`config.mk`:
```
export PLATFORM = sky130hd
export DESIGN_NAME = cmpwave_unit
export DESIGN_NICKNAME = d
export VERILOG_FILES = /design/src/rtl/cmpwave_pkg.sv /design/src/rtl/cmpwave_match_decode.sv /design/src/rtl/cmpwave_edge_decode.sv /design/src/rtl/cmpwave_out_reg.sv /design/src/rtl/cmpwave_pin_mux.sv /design/src/rtl/cmpwave_unit.sv
export SDC_FILE = /design/constraint.sdc
export NUM_CORES = 1
export LEC_CHECK = 0
export BUFFER_PORTS_ARGS = -buffer_cell sky130_fd_sc_hd__buf_2
export CORE_AREA = 3 3 40 42
export DETAILED_ROUTE_END_ITERATION = 7
export DIE_AREA = 0 0 43 45
export PLACE_DENSITY_LB_ADDON = 0.1
export SETUP_SLACK_MARGIN = 0.1
export SYNTH_ARGS = -nofsm -noshare
export SYNTH_HDL_FRONTEND = slang
export SYNTH_SLANG_ARGS = --single-unit
```
`constraint.sdc`:
```
create_clock -name clk -period 1.8 [get_ports clk]
set_input_delay 0 -clock clk [delete_from_list [all_inputs] [get_ports clk]]
set_output_delay 0 -clock clk [all_outputs]
set_load 0.005 [all_outputs]
```
`src/rtl/cmpwave_pkg.sv`:
```
package cmpwave_pkg;
  localparam int MODE_W  = 2;
  localparam int CLASS_W = 2;

  typedef enum logic [CLASS_W-1:0] {
    CLS_NONPWM = 2'b00,
    CLS_SINGLE = 2'b01,
    CLS_DUAL   = 2'b10,
    CLS_RSVD   = 2'b11
  } wave_class_e;

  typedef enum logic [MODE_W-1:0] {
    CM_OFF    = 2'b00,
    CM_TOGGLE = 2'b01,
    CM_NONINV = 2'b10,
    CM_INV    = 2'b11
  } cmp_mode_e;

  typedef enum logic [1:0] {
    ACT_NONE = 2'b00,
    ACT_CLR  = 2'b01,
    ACT_SET  = 2'b10,
    ACT_TGL  = 2'b11
  } wave_act_e;

  function automatic logic apply_act(input wave_act_e act, input logic cur);
    case (act)
      ACT_CLR: apply_act = 1'b0;
      ACT_SET: apply_act = 1'b1;
      ACT_TGL: apply_act = ~cur;
      default: apply_act = cur;
    endcase
  endfunction
endpackage

```
`src/rtl/cmpwave_match_decode.sv`:
```
module cmpwave_match_decode
  import cmpwave_pkg::*;
#(
  parameter bit CHAN_A = 1'b1
) (
  input  cmp_mode_e   mode,
  input  wave_class_e cls,
  input  logic        count_up,
  input  logic        match_evt,
  input  logic        force_evt,
  input  logic        cmp_defines_top,
  input  logic        cmp_at_top,
  output wave_act_e   match_act
);
  logic tgl_ok;

  generate
    if (CHAN_A) begin : g_tgl_a
      assign tgl_ok = cmp_defines_top;
    end else begin : g_tgl_b
      assign tgl_ok = 1'b0;
    end
  endgenerate

  wave_act_e tgl_pwm;
  assign tgl_pwm = tgl_ok ? ACT_TGL : ACT_NONE;

  always_comb begin
    match_act = ACT_NONE;
    case (cls)
      CLS_NONPWM: begin
        if (match_evt || force_evt) begin
          case (mode)
            CM_TOGGLE: match_act = ACT_TGL;
            CM_NONINV: match_act = ACT_CLR;
            CM_INV:    match_act = ACT_SET;
            default:   match_act = ACT_NONE;
          endcase
        end
      end
      CLS_SINGLE: begin
        if (match_evt) begin
          case (mode)
            CM_TOGGLE: match_act = tgl_pwm;
            CM_NONINV: match_act = cmp_at_top ? ACT_NONE : ACT_CLR;
            CM_INV:    match_act = cmp_at_top ? ACT_NONE : ACT_SET;
            default:   match_act = ACT_NONE;
          endcase
        end
      end
      CLS_DUAL: begin
        if (match_evt) begin
          case (mode)
            CM_TOGGLE: match_act = tgl_pwm;
            CM_NONINV: match_act = count_up ? ACT_CLR : ACT_SET;
            CM_INV:    match_act = count_up ? ACT_SET : ACT_CLR;
            default:   match_act = ACT_NONE;
          endcase
        end
      end
      default: match_act = ACT_NONE;
    endcase
  end
endmodule

```
`src/rtl/cmpwave_edge_decode.sv`:
```
module cmpwave_edge_decode
  import cmpwave_pkg::*;
(
  input  cmp_mode_e   mode,
  input  wave_class_e cls,
  input  logic        top_evt,
  input  logic        bottom_evt,
  input  logic        cmp_at_top,
  output wave_act_e   edge_act
);
  logic period_edge;
  assign period_edge = bottom_evt || (top_evt && cmp_at_top);

  always_comb begin
    edge_act = ACT_NONE;
    if (cls == CLS_SINGLE && period_edge) begin
      case (mode)
        CM_NONINV: edge_act = ACT_SET;
        CM_INV:    edge_act = ACT_CLR;
        default:   edge_act = ACT_NONE;
      endcase
    end
  end
endmodule

```
`src/rtl/cmpwave_out_reg.sv`:
```
module cmpwave_out_reg
  import cmpwave_pkg::*;
(
  input  logic      clk,
  input  logic      rst_n,
  input  cmp_mode_e mode,
  input  wave_act_e match_act,
  input  wave_act_e edge_act,
  input  logic      preset_wr,
  input  logic      preset_val,
  output logic      q
);
  always_ff @(posedge clk) begin
    if (!rst_n) begin
      q <= 1'b0;
    end else if (mode == CM_OFF) begin
      if (preset_wr) q <= preset_val;
    end else if (match_act != ACT_NONE) begin
      q <= apply_act(match_act, q);
    end else if (edge_act != ACT_NONE) begin
      q <= apply_act(edge_act, q);
    end
  end
endmodule

```
`src/rtl/cmpwave_pin_mux.sv`:
```
module cmpwave_pin_mux
  import cmpwave_pkg::*;
(
  input  cmp_mode_e mode,
  input  logic      wave_bit,
  input  logic      port_data,
  input  logic      dir_out,
  output logic      pin_val,
  output logic      pin_oe
);
  assign pin_val = (mode != CM_OFF) ? wave_bit : port_data;
  assign pin_oe  = dir_out;
endmodule

```
`src/rtl/cmpwave_unit.sv`:
```
module cmpwave_unit
  import cmpwave_pkg::*;
#(
  parameter bit CHAN_A = 1'b1
) (
  input  logic                clk,
  input  logic                rst_n,
  input  logic [MODE_W-1:0]   cmp_mode,
  input  logic [CLASS_W-1:0]  wave_class,
  input  logic                count_up,
  input  logic                match_evt,
  input  logic                top_evt,
  input  logic                bottom_evt,
  input  logic                force_evt,
  input  logic                cmp_defines_top,
  input  logic                cmp_at_top,
  input  logic                dir_out,
  input  logic                port_data,
  input  logic                preset_wr,
  input  logic                preset_val,
  output logic                wave_q,
  output logic                pin_val,
  output logic                pin_oe
);
  cmp_mode_e   mode;
  wave_class_e cls;
  wave_act_e   match_act;
  wave_act_e   edge_act;

  assign mode = cmp_mode_e'(cmp_mode);
  assign cls  = wave_class_e'(wave_class);

  cmpwave_match_decode #(.CHAN_A(CHAN_A)) u_match (
    .mode(mode), .cls(cls), .count_up(count_up), .match_evt(match_evt),
    .force_evt(force_evt), .cmp_defines_top(cmp_defines_top),
    .cmp_at_top(cmp_at_top), .match_act(match_act)
  );

  cmpwave_edge_decode u_edge (
    .mode(mode), .cls(cls), .top_evt(top_evt), .bottom_evt(bottom_evt),
    .cmp_at_top(cmp_at_top), .edge_act(edge_act)
  );

  cmpwave_out_reg u_reg (
    .clk(clk), .rst_n(rst_n), .mode(mode), .match_act(match_act),
    .edge_act(edge_act), .preset_wr(preset_wr), .preset_val(preset_val),
    .q(wave_q)
  );

  cmpwave_pin_mux u_pin (
    .mode(mode), .wave_bit(wave_q), .port_data(port_data), .dir_out(dir_out),
    .pin_val(pin_val), .pin_oe(pin_oe)
  );
endmodule

```
After elaboration in Yosys (flattened, before gate mapping)
Cells that the tools add are included.
Widths: inputs -> output; s select.
{"block": "word_totals", "out_inout_bits": 3, "register_bits": 1, "inputBits": 17, "word_cells": 48}
{"block": "op_classes", "mux": 21, "n_eq_ne": 13, "n_bitwise": 1, "n_reduce_logical": 12}
{"op": "$pmux 2 s3", "count": 4}
{"op": "$mux 2", "count": 8}
{"op": "$eq 2x2->1 const B", "count": 7}
{"op": "$eq 2x1->1 const B", "count": 4}
{"op": "$mux 1", "count": 6}
{"op": "$pmux 1 s3", "count": 2}
{"op": "$reduce_bool 2->1", "count": 3}
{"op": "$ne 5x4->1 const B", "count": 1}
{"op": "$reduce_bool 5->1", "count": 1}
{"op": "$logic_not 2->1", "count": 2}
{"op": "$pmux 2 s2", "count": 1}
{"op": "$reduce_and 4->1", "count": 1}
{"op": "$reduce_bool 3->1", "count": 1}
{"op": "$logic_and 1x1->1", "count": 2}
{"op": "$logic_or 1x1->1", "count": 2}
{"op": "$ne 2x2->1 const B", "count": 1}
{"op": "$not 1->1", "count": 1}

Depth between registers and ports, before layout
{"block": "logic_depth", "ltp_word": 9, "depth_mapped": 10, "ltp_nobuf": 10}

Cells and area by module
A second synthesis with hierarchy kept.
{"block": "unflattened", "hier_cells": 54, "hier_area_um2": 417.9}
{"mod": "cmpwave_match_decode", "seq_area_each_um2": 0.0, "area_per_inst_um2": 209.0, "instances": 1, "cells_per_inst": 28}
{"mod": "cmpwave_out_reg", "seq_area_each_um2": 20.0, "area_per_inst_um2": 143.9, "instances": 1, "cells_per_inst": 19}
{"mod": "cmpwave_edge_decode", "seq_area_each_um2": 0.0, "area_per_inst_um2": 42.5, "instances": 1, "cells_per_inst": 4}
{"mod": "cmpwave_pin_mux", "seq_area_each_um2": 0.0, "area_per_inst_um2": 22.5, "instances": 1, "cells_per_inst": 3}

Worst setup path before layout
OpenSTA, ideal clock, no wires.
{"block": "synth_timing", "path_type": "input to register", "start": "in cmp_mode[0]", "end": "reg u_reg.q", "t_arrival_ns": 1.185, "path_slack_ns": 0.494, "path_buffers": 0, "path_stages": 8, "setup_time_ns": 0.121, "required_ns": 1.679, "cell_sequence": "inv_1 > ha_1 > and2_1 > ha_1 > a211oi_1 > o221ai_1 > nor3_1 > nor4_1"}
{"block": "synth_between", "elab_chain_cells": 8, "word_cells_on_any_way": 31, "classes_between": "eq/ne: 11; mux: 14; reduce/logical: 6"}
{"item": "from (decl)", "line_no": "cmpwave_unit.sv:8", "text": "input logic [MODE_W-1:0] cmp_mode,"}
{"item": "$eq 2x2->1 / $eq 2x1->1 (equally long branches)"}
{"item": "$pmux 2 s3 (tied with other cells)", "line_no": "cmpwave_match_decode.sv:53", "text": "case (mode)"}
{"item": "$mux 2 (on tied branches)"}
{"item": "$pmux 2 s3 (tied with other cells)", "line_no": "cmpwave_match_decode.sv:30", "text": "case (cls)"}
{"item": "$eq 2x2->1 (tied with other cells)", "line_no": "cmpwave_pkg.sv:27", "text": "case (act)"}
{"item": "$pmux 1 s3 / $mux 1 (equally long branches)", "line_no": "cmpwave_pkg.sv:27, cmpwave_out_reg.sv:20"}
{"item": "$mux 1", "line_no": "cmpwave_out_reg.sv:18", "text": "end else if (match_act != ACT_NONE) begin"}
{"item": "$mux 1", "line_no": "cmpwave_out_reg.sv:16", "text": "end else if (mode == CM_OFF) begin"}
{"item": "to (signal assigned)", "line_no": "cmpwave_out_reg.sv:17", "text": "if (preset_wr) q <= preset_val;"}
{"item": "to (signal assigned)", "line_no": "cmpwave_out_reg.sv:19", "text": "q <= apply_act(match_act, q);"}
{"item": "to (signal assigned)", "line_no": "cmpwave_out_reg.sv:21", "text": "q <= apply_act(edge_act, q);"}
{"item": "to (decl)", "line_no": "cmpwave_out_reg.sv:11", "text": "output logic q"}
Parallel ways exist; a longest one is shown, timed or not. The select of a mux whose other input is x is not followed.
A chain may end at the register's enable or synchronous reset.

Worst setup path after layout
{"block": "layout_timing", "start": "in wave_class[1]", "end": "reg u_reg.q"}
{"block": "layout_between", "elab_chain_cells": 8, "word_cells_on_any_way": 23, "classes_between": "eq/ne: 9; mux: 7; reduce/logical: 7"}
{"item": "from (decl)", "line_no": "cmpwave_unit.sv:9", "text": "input logic [CLASS_W-1:0] wave_class,"}
{"item": "$eq 2x1->1", "line_no": "cmpwave_match_decode.sv:30, cmpwave_edge_decode.sv:16"}
{"item": "$logic_and 1x1->1", "line_no": "cmpwave_edge_decode.sv:16", "text": "if (cls == CLS_SINGLE && period_edge) begin"}
{"item": "$mux 2", "line_no": "cmpwave_edge_decode.sv:16"}
{"item": "$eq 2x2->1 / $eq 2x1->1 (equally long branches)", "line_no": "cmpwave_pkg.sv:27"}
{"item": "$pmux 1 s3", "line_no": "cmpwave_pkg.sv:27"}
{"item": "$mux 1", "line_no": "cmpwave_out_reg.sv:20", "text": "end else if (edge_act != ACT_NONE) begin"}
{"item": "$mux 1", "line_no": "cmpwave_out_reg.sv:18"}
{"item": "$mux 1", "line_no": "cmpwave_out_reg.sv:16"}
Parallel ways exist; a longest one is shown, timed or not. The select of a mux whose other input is x is not followed.

==> out/qor.yml <==
outcome: "finished clean"
dp_hpwl_um: 757
largest_register_ffs: 1
synth_top_area_cell: "ha_1"
biggestRegsByFlops: "u_reg.q x1"
crit_family: "simple AND/OR/NAND/NOR gates"
grt-ovfl-total: 0
hp-class: "input pin to primary output"
yosysUniqueCellTypes: 27
cts_hold_buf: 0
p_per_area_mw_per_mm2: 207
stdcell_count: 86
grt_pass1_vias: 354
drt-vias-per-instance: 4.76
insertedDiodeCount: 0
drtIter0Drc: 2
syn-num-nets: 80
total_power_mw: 0.107
clk_latency_ns: 0
critPathMaxStageDelay_ns: 0.21
final_cell_mix: "buf_2 (17), inv_1 (11), o21ai_0 (6), ha_1 (6)"
drt_first_pass_iters: 2
placed_cells: 86
rsz0062_at_grt: "false"
vias: 409
die_y_um: 45
crit_cells: 10
core_area_sq_mm: 0.00128
port_buffers: 17
syn_area_sq_um: 390
ys_seq_area_share_pct: 5.13
finalSetupTns_ns: 0
end_kind: "flop"
min_period_over_period_pct: 84.6
wire_per_inst_um: 10.1
finalHoldViolCount: 0
pin_count: 20
slew_viol_final: 0
yosys.area.top_type_share_pct: 25.6
start_util_pct: 30.4
path_buf_inv: 2
crit_path_max_fanout: 6
place.gp.congestion: 0.761
reg2reg_depth: 5
syn_area_per_cell_sq_um: 7.10
async_flop_share_pct: 0
yosys_register_bits: 1
synth_edf_count: 0
vdd.ir_drop.worst_uv: 61.3
crit_chain: "buf_2 > nand2b_1 > nor2_2 > and2_4 > ha_1 > inv_1 > a211oi_2 > o221ai_1 > nor3_1 > nor4_1"
cp-start-kind: "input pin"
synthTopCellsByArea: "ha_1 (26%), inv_1 (11%), o21ai_0 (7.7%)"
regMostFlops: "u_reg.q"
hold_depth: 0
syn_inst: 55
nNetsFinal: 98
worstPathRequired_ns: 1.68
die_w_um: 43
drtAntennaViolNets: 0
max_cap_viol_count: 0
cp.arrival_ns: 1.40
max_freq_mhz: 657
setup_violations: 0
die_area_sq_mm: 0.00194
slowest_stage: "a211oi_2"
path_class: "input pin to flop"
drc: 0
grt_use_total_pct: 8.63
p_leak_nw: 0.254
antenna_found_initial: 0
grt_max_degree: 7
finClkSkew_ns: 0
synth_ff_type: "dfxtp_1"
path_clk_slew_ns: 0
num_rows: 13
drive_gt1_share_pct: 36.6
drt_wl_total_um: 872
final_common_cell: "buf_2"
syn2layout_area_growth_pct: 31.7
worst_pin_slew_ns: 0.316
min_period_ns: 1.52
grt_pass1_wl_mm: 1.38
relSlewSlack_pct: 78.8
ys_warn_count: 0
[power breakdown]
| group | leakage (nW) | switching (mW) | internal (mW) | total [mW] |
|---|---|---|---|---|
| clock | 0 | 0 | 0 | 0 |
| sequential | 0.00827 | 0.00102 | 0.0251 | 0.0261 |
| combinational | 0.246 | 0.0413 | 0.0392 | 0.0805 |
[cell usage after synthesis (2+ instances only)]
cell and n:
inv_1 11, ha_1 8, o21ai_0 6, nand2_1 3, a21oi_1 2, and2_1 2, nand2b_1 2, nor2_1 2
[layout make-up]
type	instances	area, sq um
Inverter	11	41.3
Tap cell	15	18.8
Timing Repair Buffer	17	85.1
Fill cell	148	771
Sequential cell	1	20.0
Multi-Input combinational cell	42	349
[kinds of logic (layout without fill, tap and decap cells)]
group | after synthesis | in the layout | share of synthesized area, %
AO/OA/AOI/OAI | 17 | 17 | 29.2
XOR/XNOR | 1 | 1 | 2.24
adder cells (fa/ha/maj) | 8 | 8 | 25.6
buffers and inverters | 12 | 28 | 12.5
flip-flops | 1 | 1 | 5.13
AND/OR/NAND/NOR | 16 | 16 | 25.3
[layer usage]
layer | vias up | routed length [um] | global-route usage, %
li1 | 223 | - | -
met1 | 176 | 417 | 11.9
met2 | 10 | 406 | 16.2
met3 | 0 | 47 | 0
met4 | 0 | 0 | 0
met5 | - | 0 | 0
[worst paths after layout]
path	start	end	slack, ns
min	dir_out	pin_oe	0.000002
max reg2reg	u_reg.q$_SDFFE_PN0P_	u_reg.q$_SDFFE_PN0P_	0.71
min reg2reg	u_reg.q$_SDFFE_PN0P_	u_reg.q$_SDFFE_PN0P_	0.67
max	wave_class[1]	u_reg.q$_SDFFE_PN0P_	0.28
[metrics by stage]
stage / hold slack [ns] / util [%] / setup WS (ns) / area [sq um]
floorplan: 0.0808 / - / 0.494 / 390
global placement: 0.0000601 / 37.9 / 0.200 / 487
detailed placement: 0.0000601 / 37.9 / 0.177 / 487
CTS: 0.0000601 / 37.9 / 0.199 / 487
global route: 0.0000101 / 40.0 / 0.111 / 514
finish: 0.00000226 / 40.0 / 0.278 / 514
[what timing repair did]
item | 4_1_cts | 5_1_grt
setup buffers | 0 | 0
setup endpoints to repair | 0 | 1
resized for setup | 0 | 6
[worst register-to-register path, stage by stage, from the launching register on]
cell and delay, ns:
dfxtp_1 0.30, inv_1 0.09, a22oi_1 0.18, o221ai_1 0.14, nor3_1 0.18, nor4_1 0.07
No activity file was read; power rests on OpenSTA's default activity.
